## src/rtl/chan_switch_spi.sv

```systemverilog
module chan_switch_spi #(
  parameter int SYNC = 2
) (
  input  logic        clk,
  input  logic        rst_n,
  input  logic        sck,
  input  logic        cs_n,
  input  logic        si,
  output logic        so,
  output logic        so_oe,
  input  logic [11:0] chan_fault,
  input  logic        over_temp,
  output logic [5:0]  ch_off,
  output logic [5:0]  ch_par
);
  localparam logic [5:0] OP_WR_OFF = 6'b100110;
  localparam logic [5:0] OP_RD_OFF = 6'b100101;
  localparam logic [5:0] OP_WR_PAR = 6'b101010;
  localparam logic [5:0] OP_RD_PAR = 6'b101001;
  localparam logic [5:0] OP_DIAG   = 6'b100000;

  logic [SYNC:0]   sck_p, cs_p;
  logic [SYNC-1:0] si_p;
  logic [15:0] rx;
  logic [4:0]  rcnt, fcnt;
  logic        addr_q;
  logic [5:0]  ins;
  logic [13:0] snap;
  logic [11:0] diag;
  logic        ot_l;

  always_ff @(posedge clk or negedge rst_n)
    if (!rst_n) begin
      sck_p <= '0;
      cs_p  <= '1;
      si_p  <= '0;
    end else begin
      sck_p <= {sck_p[SYNC-1:0], sck};
      cs_p  <= {cs_p[SYNC-1:0], cs_n};
      si_p  <= {si_p[SYNC-2:0], si};
    end

  wire cs_now   = cs_p[SYNC-1];
  wire si_now   = si_p[SYNC-1];
  wire sck_rise = ~cs_now &  sck_p[SYNC-1] & ~sck_p[SYNC];
  wire sck_fall = ~cs_now & ~sck_p[SYNC-1] &  sck_p[SYNC];
  wire cs_fall  = ~cs_now &  cs_p[SYNC];
  wire cs_rise  =  cs_now & ~cs_p[SYNC];

  always_ff @(posedge clk or negedge rst_n)
    if (!rst_n) begin
      rx <= '0; rcnt <= '0; fcnt <= '0; addr_q <= 1'b0; ins <= '0; snap <= '0;
    end else if (cs_now | cs_fall) begin
      rcnt   <= '0;
      fcnt   <= '0;
      addr_q <= 1'b0;
      if (cs_fall) snap <= {|diag, ot_l, diag};
    end else begin
      if (sck_rise) begin
        rx <= {rx[14:0], si_now};
        if (rcnt != 5'd31) rcnt <= rcnt + 5'd1;
        if (rcnt == 5'd1) addr_q <= ({rx[0], si_now} == 2'b10);
        if (rcnt == 5'd7) ins <= rx[6:1];
      end
      if (sck_fall && fcnt != 5'd31) fcnt <= fcnt + 5'd1;
    end

  wire done = cs_rise & addr_q & (rcnt == 5'd16);
  wire clr  = done & (ins == OP_DIAG);

  always_ff @(posedge clk or negedge rst_n)
    if (!rst_n) begin
      ch_off <= '1;
      ch_par <= '0;
      diag   <= '0;
      ot_l   <= 1'b0;
    end else begin
      if (done && ins == OP_WR_OFF) ch_off <= rx[7:2];
      if (done && ins == OP_WR_PAR) ch_par <= rx[7:2];
      diag <= clr ? chan_fault : (diag | chan_fault);
      ot_l <= clr ? over_temp  : (ot_l | over_temp);
    end

  wire [7:0] low = (ins == OP_RD_OFF) ? {ch_off, 2'b11} :
                   (ins == OP_RD_PAR) ? {ch_par, 2'b11} : snap[7:0];
  wire [15:0] word = {2'b00, snap[13:8], low};

  assign so_oe = ~cs_now & addr_q & (fcnt >= 5'd2) & (fcnt <= 5'd15);
  assign so    = so_oe & word[4'd15 - fcnt[3:0]];

  assert_oe_after_addr_bits_R3: assert property (@(posedge clk) disable iff (!rst_n)
    so_oe |-> (rcnt >= 5'd2));
  assert_off_only_at_end_R5: assert property (@(posedge clk) disable iff (!rst_n)
    !cs_rise |=> $stable(ch_off));
  assert_par_only_at_end_R6: assert property (@(posedge clk) disable iff (!rst_n)
    !cs_rise |=> $stable(ch_par));
  assert_short_long_discard_R9: assert property (@(posedge clk) disable iff (!rst_n)
    (cs_rise && rcnt != 5'd16) |=> ($stable(ch_off) && $stable(ch_par)));
  assert_sticky_faults_R10: assert property (@(posedge clk) disable iff (!rst_n)
    !cs_rise |=> (((diag & $past(diag)) == $past(diag)) && (ot_l || !$past(ot_l))));
endmodule

```

## config.mk

```make
export PLATFORM = sky130hd
export DESIGN_NAME = chan_switch_spi
export DESIGN_NICKNAME = d
export VERILOG_FILES = /design/src/rtl/chan_switch_spi.sv
export SDC_FILE = /design/constraint.sdc
export NUM_CORES = 1
export LEC_CHECK = 0
export ABC_AREA = 1
export BUFFER_PORTS_ARGS = -buffer_cell sky130_fd_sc_hd__buf_2
export CORE_ASPECT_RATIO = 1.1
export CORE_UTILIZATION = 25
export DETAILED_ROUTE_END_ITERATION = 16
export PLACE_DENSITY = 0.44
export SLEW_MARGIN = 40
export SYNTH_ARGS = -nofsm -noshare
export SYNTH_HDL_FRONTEND = slang
export SYNTH_SLANG_ARGS = --single-unit
```

## constraint.sdc

```tcl
create_clock -name clk -period 5.4 [get_ports clk]
set_input_delay 1.62 -clock clk [delete_from_list [all_inputs] [get_ports clk]]
set_output_delay 1.62 -clock clk [all_outputs]
set_load 0.02 [all_outputs]
```

==> out/qor.csv, run 1 <==
stage,metric,value,unit
status,outcome,finished clean,
synth,Yosys top cell by area,dfrtp_1,
detailed_routing,drt drc,0,
job,MaxCap Viol Count,0,
die,Chip Width,111,um
detailed_routing,detailed-router iteration count before antenna repair,4,
detailed_routing,Avg WL per Cell,12.7,um
timing,post-route clock skew,0.00678,ns
timing,final critical-path share of the clock period,74.9,%
layout,Antenna Cells,0,
synth,Synth Instances,353,
timing,Max Freq,247,MHz
timing,final setup fails,0,
synth,Synth Flop Type,dfrtp_1,
timing,Max-slew headroom,61.6,%
setup_path,critical path's most frequent cell,ha_1,
clock_tree,clock slew at reported path FFs,0.05,ns
timing,Worst Tran Pin Value,0.574,ns
synth,sequential share of the synthesized area,55.8,%
clock_tree,clk sinks,72,
place,GP Congestion,0.795,
synth,Netlist cell types,36,
clock_tree,CTS tree,done,
grt,"Most Used Layer, Global Route",met2,
timing,Tmin final,4.05,ns
setup_path,CP max FO,12,
synth,Synth Warn #,0,
synth,Area contributors post-synth,"dfrtp_1 48%, nand2_1 8.0%, dfstp_2 7.3%",
grt,GRT Overall Usage,11.4,%
die,IO Pins,32,
clock_tree,Post-CTS Setup Bufs,0,
setup_path,CP Cell Sequence,"ha_1, inv_1, nor3_1, ha_1, nor2_1, a221oi_2, o21ai_0, a21oi_2, buf_2",
timing,Final Hold Violating Endpoints,0,
setup_path,Top Family by Delay on Critical Path,compound AO/OA/AOI/OAI gates,
die,core area,12600,sq um
detailed_routing,via/cell ratio,4.42,
die,Die Height,122,um
die,FP Rows,43,
synth,Yosys top cell area share,48.5,%
setup_path,Worst setup EP type,output port,
synth,Mapped Nets,378,
grt,M1 GR Usage,15.1,%
setup_path,Setup crit start kind,flip-flop,
detailed_routing,Vias,2417,
die,die area,13500,sq um
detailed_routing,Routed Antenna Nets,0,
place,DP Worst Slack,1.70,ns
timing,max-slew violations,0,
setup_path,worst path buffer plus inverter count,2,
place,detailed placer's ending HPWL,5140,um
power_and_ir_drop,leakage,1.84,nW
timing,RSZ-0062 raised after global routing,false,
grt,first-pass GRT wire length,12100,um
synth,"count leader, synth",nand2_1,
timing,final setup TNS,0,ns
clock_tree,Clock Tree Buf Depth,2,
synth,Async SR Flop Fraction,100,%
layout,number of nets in the layout,411,
power_and_ir_drop,Cell Pwr Density,332,nW/um^2
synth,Mapped Area,3250,sq um
layout,Filler cells,1321,
clock_tree,Num CTS Buffers,9,
setup_path,crit path DAT,2.43,ns
setup_path,Slowest cell on crit path,dfrtp_1,
die,Initial Utilization,25.7,%
grt,GR met2 Demand/Resource,17.7,%
clock_tree,clk_lat worst skew,0.33,ns
grt,vias in the first global route,2381,
clock_tree,htree depth,3,
grt,initial antenna violation count,0,
setup_path,Critical Path RT,3.78,ns
place,Buffers on Ports,31,
grt,largest net degree at the start of global routing,41,
clock_tree,CTS Root Cell,clkbuf_16,
layout,layout cells sized above 1,19.5,%
detailed_routing,WL final,6950,um
clock_tree,"Hold-fix buffers, CTS",0,
min_path,Hold/Removal Path Class,flip-flop to flip-flop,
grt,grt total ovfl,0,
synth,synth cell count leaders,"69 x nand2_1, 63 x dfrtp_1, 45 x inv_1",
synth,#FFs+latches synth,72,
timing,PnR worst setup slack,1.35,ns
synth,Post-Syn Area per Cell,9.21,sq um
setup_path,crit-path max cell delay,0.58,ns
synth,Post-synth EDFFs,0,
detailed_routing,Initial DRC Count,115,
clock_tree,Post-CTS Resized,0,
power_and_ir_drop,"IR drop worst, VDD",0.127,mV
grt,M3 GR Usage,2.14,%
layout,area grow syn2layout,19.4,%
setup_path,Crit Path Category,flip-flop to output port,
[cell type report]
type                            instances  area (sq um)  share of cell area [%]
Inverter                               49           184                    4.74
Sequential cell                        72          1810                    46.7
Tap cell                              157           196                    5.06
Clock inverter                          3          65.1                    1.68
Multi-Input combinational cell        222          1200                    31.0
Timing Repair Buffer                   32           165                    4.25
Clock buffer                           12           256                    6.60
[final timing paths]
check | from | to | slack, ns | depth (start not counted)
max | fcnt[0] | so | 1.35 | 9
min | sck_p[0] | sck_p[1] | 0.35 | 0
max reg2reg | fcnt[0] | fcnt[3] | 3.37 | 10
min reg2reg | sck_p[0] | sck_p[1] | 0.35 | 0
max in group asynchronous | rst_n | cs_p[2] | 3.29 | 2
min in group asynchronous | rst_n | diag[9] | 1.25 | 1
[where the power goes]
| group | switching, mW | leakage, nW | internal [mW] |
|---|---|---|---|
| clock | 0.216 | 0.159 | 0.426 |
| combinational | 0.0453 | 0.838 | 0.0216 |
| sequential | 0.0138 | 0.847 | 0.564 |
[worst reg2reg max path: cells and delay by family (launching register included)]
family	cells	cell delay, ns
AOI/OAI and AO/OA	2	0.20
adders and majority gates	2	0.44
DFF	1	0.58
buffers and inverters	2	0.20
and+or+nand+nor	4	0.50
[layer usage]
layer	part of all wire, %	wire (um)
met1	48	3340
met2	47	3240
met3	3.0	205
met4	2.4	169
met5	0	0
[stage by stage]
step / instance area [sq um] / utilization (%) / power [mW] / std cells / hold slack, ns
after global routing: 3880 / 30.7 / 1.34 / 547 / 0.359
after CTS: 3880 / 30.7 / 1.31 / 547 / 0.352
final: 3880 / 30.7 / 1.29 / 547 / 0.349
after global placement: 3550 / 28.1 / 0.656 / 532 / 0.335
after floorplan: 3250 / - / 0.624 / 353 / 0.331
after detailed placement: 3560 / 28.2 / 0.657 / 532 / 0.339
[state kept, by name, summed over array words and instances (netlist names)]
signal,cells
snap,14
diag,12
rx,8
ch_off,6
ch_par,6
ins,6
fcnt,5
rcnt,5
cs_p,3
sck_p,3
si_p,2
addr_q,1
ot_l,1
[cells by family (layout without fill, tap and decap cells)]
kind of cell | count (synthesis) | count (layout) | synth area share, %
flip-flops | 72 | 72 | 55.8
AND/OR/NAND/NOR | 135 | 135 | 19.0
AO/OA/AOI/OAI | 80 | 80 | 15.2
adder cells (fa/ha/maj) | 7 | 7 | 2.69
buffers and inverters | 59 | 96 | 7.43
[cells in the final DEF (no fill, tap or decap), types with 2 or more instances in the layout]
cell | Yosys | routed
nor2_1 | 22 | 22
o21bai_1 | 13 | 13
buf_4 | 2 | 2
nand2_1 | 69 | 69
inv_2 | 4 | 4
buf_2 | 4 | 30
bufinv_16 | 0 | 2
o21ai_2 | 6 | 6
o21ai_1 | 7 | 7
nand4_1 | 7 | 7
o21ai_0 | 36 | 36
ha_1 | 7 | 7
nor3_1 | 5 | 5
dfstp_2 | 9 | 9
nor2_4 | 3 | 3
clkbuf_16 | 0 | 9
inv_1 | 45 | 45
a21oi_1 | 8 | 8
dfrtp_1 | 63 | 63
nand3_1 | 22 | 22
clkbuf_8 | 0 | 2
a211oi_1 | 2 | 2
(Power assumes the default switching activity.)
==> run 2, diff against run 1 <==
clock period = 3.91 ns   (was 5.4 ns; I/O delays follow)
==> run 2 against run 1 <==
Compared with the run above: worst hold slack about the same; worst setup slack worse by 1.1 ns; flip-flop and latch count is the same; non-clock buffer count unchanged; clock power up 40%; sequential power is 38% higher; first-iteration DRC count shrank 12%; final cell count grew 0.18%; register-to-register slack worse by 1.6 ns; via count about the same; largest power group unchanged.
==> out/qor.csv, run 2 (synthesis gave the netlist of run 1 again) <==
stage,metric,value,unit
status,outcome,finished clean,
min_path,hold path endpoint,sck_p[1],
detailed_routing,routed length on met3,275,um
die,die area,13500,sq um
detailed_routing,Metal-1 WL,3460,um
timing,Worst Tran Pin Value,0.595,ns
die,Initial Utilization,25.7,%
min_path,Hold/Removal Path Class,flip-flop to flip-flop,
grt,vias in the first global route,2368,
power_and_ir_drop,Cell Pwr Density,460,nW/um^2
clock_tree,clk sinks,72,
timing,Final Hold Violating Endpoints,0,
layout,Filler cells,1316,
layout,layout cells sized above 1,19.4,%
detailed_routing,Vias,2416,
detailed_routing,routed wl met2,3210,um
timing,RSZ-0062 raised after global routing,false,
min_path,Hold Startpoint,sck_p[0],
grt,first-pass GRT wire length,11900,um
setup_path,worst r2r src,fcnt[0],
grt,largest net degree at the start of global routing,73,
clock_tree,Post-CTS Resized,0,
detailed_routing,WL final,7030,um
clock_tree,Num CTS Buffers,9,
grt,initial antenna violation count,0,
setup_path,Crit Path Category,flip-flop to output port,
detailed_routing,via/cell ratio,4.41,
clock_tree,htree depth,3,
detailed_routing,drt drc,0,
min_path,hold depth,0,
die,FP Rows,43,
layout,most frequent cells in the layout,"69 x nand2_1, 63 x dfrtp_1, 45 x inv_1",
power_and_ir_drop,"IR drop worst, VDD",0.177,mV
place,detailed placer's ending HPWL,5000,um
timing,Max Freq,276,MHz
detailed_routing,highest routed metal layer,met4,
die,Die Height,122,um
timing,final critical-path share of the clock period,92.8,%
clock_tree,CTS tree,done,
power_and_ir_drop,sequential power share,44.6,%
setup_path,R2R depth,10,
layout,largest registers,"snap: 14 flops, diag: 12 flops, rx: 8 flops",
clock_tree,Clock Tree Buf Depth,2,
setup_path,Setup crit start kind,flip-flop,
place,dpl cells,532,
timing,final setup TNS,0,ns
place,Buffers on Ports,31,
layout,Antenna Cells,0,
power_and_ir_drop,sw frac,21.7,%
power_and_ir_drop,clock network power share,50.2,%
die,core area,12600,sq um
clock_tree,Post-CTS Setup Bufs,0,
clock_tree,clk_lat worst skew,0.34,ns
job,MaxCap Viol Count,0,
setup_path,crit path DAT,2.46,ns
layout,Reg area,1810,sq um
layout,Largest Register,snap,
setup_path,reg-to-reg critical path endpoint,fcnt[3],
timing,final setup fails,0,
timing,post-route clock skew,0.0126,ns
detailed_routing,Initial DRC Count,101,
layout,area grow syn2layout,19.9,%
layout,"most common cell after layout, fill and taps aside",nand2_1,
setup_path,reg2reg setup slack,1.79,ns
die,Chip Width,111,um
layout,footprint of the multi-input gates,1200,sq um
timing,PnR worst setup slack,0.281,ns
power_and_ir_drop,Final Power,1.79,mW
layout,number of nets in the layout,411,
clock_tree,CTS Root Cell,clkbuf_16,
detailed_routing,Routed Antenna Nets,0,
layout,Largest register FFs,14,
setup_path,Critical Path RT,2.74,ns
layout,Finished Layout Cells,548,
setup_path,CP max FO,12,
timing,Tmin final,3.63,ns
place,GP Congestion,0.798,
grt,GRT Overall Usage,11.5,%
timing,max-slew violations,0,
place,DP Worst Slack,0.624,ns
grt,grt total ovfl,0,
power_and_ir_drop,Net Sw Power,0.388,mW
detailed_routing,detailed-router iteration count before antenna repair,4,
setup_path,Worst setup EP type,output port,
power_and_ir_drop,Comb pwr share,5.2,%
die,IO Pins,32,
clock_tree,clock slew at reported path FFs,0.06,ns
timing,Max-slew headroom,60.2,%
detailed_routing,Avg WL per Cell,12.8,um
power_and_ir_drop,P_int,1.40,mW
power_and_ir_drop,leakage,1.85,nW
clock_tree,"Hold-fix buffers, CTS",0,
==> run 2: cell types whose count changed in the layout (fill, tap and decap cells not counted), sizes merged <==
| cell | change |
|---|---|
| clkbuf | +1 |
==> run 2: stage by stage <==
step,util [%],hold slack (ns),area (sq um)
floorplan,-,0.331,3250
global placement,28.2,0.334,3570
detailed placement,28.3,0.339,3570
CTS,30.8,0.352,3900
global route,30.8,0.358,3900
finish,30.8,0.349,3900
==> run 2: layout make-up <==
class	instances	share of cell area (%)
clock buffers	13	6.68
clock inverters	3	1.67
inverters	49	4.72
multi-input cells	222	30.9
flip-flops and latches	72	46.5
well taps	157	5.04
repair buffers	32	4.49
==> run 2: worst max-delay path, cell delays in order (launching register included) <==
cell	delay, ns
dfrtp_1	0.57
ha_1	0.24
inv_1	0.06
nor3_1	0.24
ha_1	0.21
nor2_1	0.05
a221oi_2	0.27
o21ai_0	0.16
a21oi_2	0.15
buf_2	0.18
==> run 2: layer usage <==
metal | vias up | track usage (%)
met5 | - | 0
met2 | 34 | 17.5
li1 | 1225 | -
met3 | 9 | 3.63
met1 | 1148 | 15.0
met4 | 0 | 5.00
==> run 2: how the worst max path moves through the flow <==
stage	from	endpoint	slack, ns	cells past startpoint
2_1_floorplan	fcnt[1]	so	0.80	8
3_3_place_gp	fcnt[0]	so	0.72	9
3_5_place_dp	fcnt[0]	so	0.62	9
4_1_cts	fcnt[0]	so	0.24	9
5_1_grt	fcnt[0]	so	0.01	9
6_report	fcnt[0]	so	0.28	9
==> run 2: power groups by stage <==
stage          clock, mW  sequential [mW]  combinational (mW)
2_1_floorplan          0            0.805              0.0569
3_3_place_gp           0            0.812              0.0951
3_5_place_dp           0            0.812              0.0977
4_1_cts            0.922            0.799              0.0979
5_1_grt            0.959            0.803               0.111
6_report           0.899            0.799              0.0937
